`src/rtl/mac_ctl_gate.sv`:
```
module mac_ctl_gate #(
  parameter int REG_W      = 32,
  parameter int EN_BIT     = 1,
  parameter int RST_BIT    = 0,
  parameter int RST_CYCLES = 8
) (
  input  logic             clk,
  input  logic             rst_n,
  input  logic             cfg_we,
  input  logic [REG_W-1:0] cfg_wdata,
  output logic [REG_W-1:0] cfg_rdata,
  input  logic             tx_busy,
  input  logic             tx_eof,
  input  logic             bus_err,
  output logic             rx_enable,
  output logic             tx_enable,
  output logic             tx_bad_crc,
  output logic             tx_wb_suppress,
  output logic             tx_abort,
  output logic             dma_clear,
  output logic             regs_reset
);
  localparam int CNT_W = $clog2(RST_CYCLES + 1);
  localparam logic [CNT_W-1:0] CNT_LOAD = CNT_W'(RST_CYCLES);

  logic             en_q, bad_q;
  logic [CNT_W-1:0] cnt_q;
  logic             seq_busy, wr_ok, start, en_nxt;

  assign seq_busy = (cnt_q != '0);
  assign wr_ok    = cfg_we && !seq_busy;
  assign start    = wr_ok && cfg_wdata[RST_BIT];

  always_comb begin
    en_nxt = en_q;
    if (wr_ok)   en_nxt = cfg_wdata[EN_BIT];
    if (bus_err) en_nxt = 1'b0;
  end

  always_ff @(posedge clk or negedge rst_n) begin
    if (!rst_n) begin
      en_q  <= 1'b0;
      bad_q <= 1'b0;
      cnt_q <= '0;
    end else if (start) begin
      en_q  <= 1'b0;
      bad_q <= 1'b0;
      cnt_q <= CNT_LOAD;
    end else begin
      en_q <= en_nxt;
      if (seq_busy) cnt_q <= cnt_q - 1'b1;
      if (tx_eof)                            bad_q <= 1'b0;
      else if (en_q && !en_nxt && tx_busy)   bad_q <= 1'b1;
    end
  end

  always_comb begin
    cfg_rdata          = '0;
    cfg_rdata[EN_BIT]  = en_q;
    cfg_rdata[RST_BIT] = seq_busy;
  end

  assign rx_enable      = en_q;
  assign tx_enable      = en_q && !bad_q;
  assign tx_bad_crc     = bad_q;
  assign tx_wb_suppress = bad_q || seq_busy;
  assign tx_abort       = seq_busy;
  assign regs_reset     = seq_busy;
  assign dma_clear      = !en_q;
endmodule


```
`config.mk`:
```
export PLATFORM = sky130hd
export DESIGN_NAME = mac_ctl_gate
export DESIGN_NICKNAME = d
export VERILOG_FILES = /design/src/rtl/mac_ctl_gate.sv
export SDC_FILE = /design/constraint.sdc
export NUM_CORES = 1
export LEC_CHECK = 0
export BUFFER_PORTS_ARGS = -buffer_cell sky130_fd_sc_hd__buf_2
export CORE_AREA = 3 3 45 51
export DETAILED_ROUTE_END_ITERATION = 6
export DIE_AREA = 0 0 48 54
export PLACE_DENSITY_LB_ADDON = 0.12
export SYNTH_ARGS = -nofsm -noshare
export SYNTH_HDL_FRONTEND = slang
export SYNTH_SLANG_ARGS = --single-unit
```
`constraint.sdc`:
```
create_clock -name clk -period 2.93 [get_ports clk]
set_clock_uncertainty 0.1 [all_clocks]
set_input_delay 0.586 -clock clk [delete_from_list [all_inputs] [get_ports clk]]
set_output_delay 0.586 -clock clk [all_outputs]
set_load 0.005 [all_outputs]
```
==> impl_metrics.toml, run 1 <==
[status]
status = "completed"

[yosys]
synth_edf_count = 0
ys_types = 21
synth_simple_gate_area_frac = 0.135
synth_mux_area_frac = 0.0171
ys.flop_type = "dfrtp_1"
synthTopCellsByArea = "buf_4, dfrtp_1, ha_1, o21ai_0, inv_1"
syn-instance-count = 69
synth_seq_cells = 6
yosys_warnings = 0
synth_top_family_by_area = "buffers and inverters"
synth_xor_area_frac = 0.0150
synth_area_sq_um = 584
async_reset_ff_frac = 1.00
synth.top_cell.area_share = 0.424
synth_area_leader_cell = "buf_4"
synth_compound_area_frac = 0.0771
yosys.area_share.adder = 0.0428
synth_seq_area_share = 0.257
avgSynthCellArea_sq_um = 8.47

[cts]
clk_pin_slew_worst_paths_ns = 0.05
cts_tree = "built"
clk_path_buf_depth = 2
cts_hold_buf = 0
cts_setup_buffers = 0
ctsRootBufferMaster = "clkbuf_4"
cts_sinks = 6
postCtsResizedCells = 0
insertion_delay_ns = 0.24
h-tree-depth = 1
cts_made_buffers = 3

[detailed_routing]
antenna_left = 0
routedWlPerCell_microns = 8.62
drc = 0
drt_wl_total_microns = 888
via_per_inst = 3.87
firstDrtPassIters = 4
vias = 399
drt_iter0_markers = 5

[global_route]
grt_use_total = 0.0732
antenna_found_initial = 0
overflow = 0
grt_max_degree = 7
grt_pass1_wl_mm = 1.28
grt_pass1_vias = 293

[sta]
period_share = 0.787
max_freq_mhz = 433
maxSlewViolCount = 0
rsz0062_at_grt = "false"
post-route-min-period_ns = 2.31
finalSetupTns_ns = 0
setup_viol_count_final = 0
hold_violations = 0
whs_ns = 0.0614

[power_and_ir_drop]
p_per_area_nw_per_um2 = 679
power.leakage_nw = 0.322
total_power_uw = 393
peakVddDrop_uv = 286

[worst_setup_path]
r2r-end = "cnt_q[0]$_DFFE_PN0P_"
crit_path_start = "cnt_q[0]$_DFFE_PN0P_"
cp_max_fo = 6
path_class = "flip-flop to primary output"
timing.rr.start = "cnt_q[0]$_DFFE_PN0P_"
r2r_slack_ns = 1.38
cp-endpoint = "regs_reset"
worst_r2r_path_depth = 6
cp-start-kind = "flip-flop"
required_ns = 2.24
cp.arrival_ns = 1.62
critPathCaptureType = "primary output"

[floorplanning]
core_area_sq_um = 1800
num_rows = 16
fp.dieH_microns = 54
ioPinCount = 77
initial_core_util = 0.324
die_area_sq_um = 2590
die_w_microns = 48

[finish]
drive_gt1_frac = 0.247
design_area_sq_um = 578
antenna_cells = 0
final_net_count = 127
syn2layout_area_growth_pct = -1.07

[placed_design]
dp_hpwl_microns = 780
place_area_sq_um = 556
portBuffers = 16
gp_congestion = 0.681

[flow_run]
cap_viol_max_count = 0

[hold_path]
hold_class = "primary input to async pin"
[registers in the layout (all words and copies together) (netlist names)]
register	count
tx_bad_crc	1
rx_enable	1
cnt_q	4
[kinds of logic (layout without fill, tap and decap cells)]
logic type	count (synthesis)	after routing
muxes	1	1
and+or+nand+nor	14	14
xor gates and xnor gates	1	1
DFF	6	6
buffers and inverters	37	24
other	1	30
AOI/OAI and AO/OA	7	7
adders and majority gates	2	2
[critical path, stage by stage (launching register included)]
cell and delay [ns]:
dfrtp_1 0.41, inv_1 0.09, ha_1 0.21, nor3b_1 0.31
buf_4 0.20, inv_1 0.05, buf_2 0.12
[per-stage QoR]
step                worst slack, ns   util  std cells
floorplan                     0.814      -         98
global placement              0.869  0.308        100
detailed placement            0.888  0.308        100
CTS                           0.619  0.321        103
global route                  0.440  0.321        103
finish                        0.623  0.321        103
[final cells by class]
type | instances | area, sq um
clock buffer | 3 | 22.5
fill | 189 | 1220
inverter | 4 | 15.0
multi-input combinational | 55 | 280
sequential | 6 | 150
tap | 18 | 22.5
timing repair buffer | 17 | 87.6
[routing by layer]
| metal | up-vias | global-route usage | wire length [microns] | share of wire |
|---|---|---|---|---|
| met1 | 177 | 0.0978 | 364 | 0.41 |
| met3 | 0 | 0.0201 | 107 | 0.12 |
| met2 | 29 | 0.0969 | 416 | 0.47 |
| li1 | 193 | - | - | - |
| met4 | 0 | 0.0538 | 0 | 0 |
| met5 | - | 0 | 0 | 0 |
[worst min path at each step]
stage	startpoint	to	slack, ns	cells past startpoint
6_report	rst_n	cnt_q[2]$_DFFE_PN0P_	0.06	1
4_1_cts	rst_n	tx_bad_crc$_DFFE_PN0P_	0.06	1
3_5_place_dp	rst_n	rx_enable$_DFF_PN0_	0.32	1
5_1_grt	rst_n	tx_bad_crc$_DFFE_PN0P_	0.05	1
3_3_place_gp	rst_n	rx_enable$_DFF_PN0_	0.32	1
2_1_floorplan	rst_n	cnt_q[0]$_DFFE_PN0P_	0.19	0
[cells in the mapped netlist, types with 2 or more instances]
library cell  count
o21ai_0           3
nor2_1            4
buf_4            33
ha_1              2
dfrtp_1           6
nand2_1           2
nand3_1           2
inv_1             4
[cells in the final DEF, fill, tap and decap left out, drive strengths merged]
| master | count |
|---|---|
| nand2b | 1 |
| clkbuf | 3 |
| nor3 | 1 |
| xnor2 | 1 |
| and4bb | 1 |
| o211a | 1 |
| inv | 4 |
| nand2 | 2 |
| conb | 30 |
| o21ai | 3 |
| a21oi | 1 |
| nor3b | 1 |
| nand4b | 1 |
| mux2i | 1 |
| ha | 2 |
| nor2 | 4 |
| buf | 17 |
| nand3 | 2 |
| nor2b | 1 |
| dfrtp | 6 |
| a221oi | 1 |
| a31oi | 1 |
[where the power goes]
| group | internal (mW) | switching, mW |
|---|---|---|
| sequential | 0.115 | 0.0341 |
| clock | 0.0463 | 0.0292 |
| combinational | 0.0822 | 0.0855 |
No activity file was read; power rests on OpenSTA's default activity.
==> run 2, diff against run 1 <==
CORE_AREA = 3 3 48 54   (was 3 3 45 51)
DIE_AREA = 0 0 51 57   (was 0 0 48 54)
clock period = 1.95 ns   (was 2.93 ns; I/O delays follow)
==> run 2 against run 1 <==
Net effect: non-clock buffer count up 4; first-iteration DRC count grew 60%; clock-buffer cell count is the same; cell area up 9.1%; global-route usage down 0.50 points; critical path depth stayed put; highest routed layer is now met4.
==> impl_metrics.toml, run 2 (same netlist as run 1, synthesis figures left out) <==
[status]
status = "completed"

[floorplanning]
initial_core_util = 0.283
fp.dieH_microns = 57
core_area_sq_um = 2060
ioPinCount = 77
die_w_microns = 51
die_area_sq_um = 2910
num_rows = 17

[global_route]
overflow = 0
grt_use_total = 0.0682
grt_pass1_wl_mm = 1.39
grt_max_degree = 7
grt_pass1_vias = 333
antenna_found_initial = 0

[sta]
hold_violations = 0
max_freq_mhz = 530
layout_setup_ws_ns = 0.0619
period_share = 0.968
whs_ns = 0.195
maxSlewViolCount = 0
setup_viol_count_final = 0
post-route-min-period_ns = 1.89

[hold_path]
hold_class = "primary input to flip-flop"
min_from = "tx_eof"

[worst_setup_path]
r2r-end = "tx_bad_crc$_DFFE_PN0P_"
timing.rr.start = "cnt_q[0]$_DFFE_PN0P_"
worst_r2r_path_depth = 5
slowest_delay_ns = 0.39
crit_path_start = "cnt_q[0]$_DFFE_PN0P_"
cp-endpoint = "tx_wb_suppress"
cpMaxStageDelayCell = "dfrtp_1"
cp.arrival_ns = 1.40
path_class = "flip-flop to primary output"
cp_max_fo = 4
required_ns = 1.46
cp-start-kind = "flip-flop"
r2r_slack_ns = 0.44
critPathCaptureType = "primary output"
path_cells = "inv_1 -> ha_2 -> nor3b_2 -> buf_4 -> nand2b_1 -> buf_2"

[detailed_routing]
vias = 438
drt_wl_total_mm = 1.04
drc = 0
firstDrtPassIters = 4
via_per_inst = 3.74
antenna_left = 0
drt_iter0_markers = 8
routedWlPerCell_microns = 8.87

[finish]
design_area_sq_um = 631
layout_common_cells = "conb_1, buf_2, dfrtp_1"
largest_register = "cnt_q"
syn2layout_area_growth_pct = 7.92
fin_cells = 117
drive_gt1_frac = 0.292
fillers = 244
final_common_cell = "conb_1"
largest_reg_flops = 4
antenna_cells = 0
final_net_count = 131

[placed_design]
dp_hpwl_microns = 845
place_area_sq_um = 568
post-place-ws_ns = 0.194
gp_congestion = 0.768
placed_cells = 110
portBuffers = 16

[cts]
cts_tree = "built"
clk_path_buf_depth = 2
cts_sinks = 6
insertion_delay_ns = 0.25
h-tree-depth = 1
clk_pin_slew_worst_paths_ns = 0.05
cts_made_buffers = 3
ctsRootBufferMaster = "clkbuf_4"

[power_and_ir_drop]
total_power_uw = 650
peakVddDrop_uv = 236
p_per_area_nw_per_um2 = 1030
power.leakage_nw = 0.342

[flow_run]
cap_viol_max_count = 0
## run 2: per-stage QoR
stage | TNS [ns] | utilization
2_1_floorplan | 0 | -
3_3_place_gp | 0 | 0.275
3_5_place_dp | 0 | 0.275
4_1_cts | 0 | 0.298
5_1_grt | -0.00274 | 0.306
6_report | 0 | 0.306
## run 2: worst max-delay path: cells and delay by family (launching register included)
family / cells / cell delay (ns)
fa+ha+maj: 1 / 0.21
buf+inv: 3 / 0.35
flops: 1 / 0.39
simple gates: 2 / 0.21
## run 2: metal layers
metal	up-vias	GRT usage	part of all wire
met5	-	0	0
met4	0	0.0692	0.028
met3	4	0.0287	0.13
met2	30	0.0939	0.46
met1	200	0.0754	0.38
li1	204	-	-
## run 2: timing repair
| item | CTS | global route |
|---|---|---|
| setup endpoints to repair | 4 | 4 |
| gates resized for setup | 2 | 0 |
| buffers inserted | 1 | 2 |
| endpoints found under the hold margin | 6 | 0 |
| hold buffers | 1 | 0 |
## run 2: worst min path at each step
stage,to,slack (ns),depth (start not counted)
global placement,cnt_q[0]$_DFFE_PN0P_,0.13,1
CTS,tx_bad_crc$_DFFE_PN0P_,0.19,2
global route,tx_bad_crc$_DFFE_PN0P_,0.21,2
floorplan,cnt_q[0]$_DFFE_PN0P_,-0.006,0
finish,tx_bad_crc$_DFFE_PN0P_,0.20,2
detailed placement,cnt_q[1]$_DFFE_PN0P_,0.13,1
## run 2: layout make-up
type / instances / area [sq um] / area share
Sequential cell: 6 / 150 / 0.238
Clock buffer: 3 / 22.5 / 0.0357
Multi-Input combinational cell: 55 / 288 / 0.456
Timing Repair Buffer: 21 / 120 / 0.190
Tap cell: 28 / 35.0 / 0.0556
Inverter: 4 / 15.0 / 0.0238
## run 2: power breakdown
| part | switching, mW | total, mW | internal (mW) |
|---|---|---|---|
| combinational | 0.149 | 0.316 | 0.166 |
| sequential | 0.0443 | 0.217 | 0.173 |
| clock | 0.0475 | 0.117 | 0.0698 |
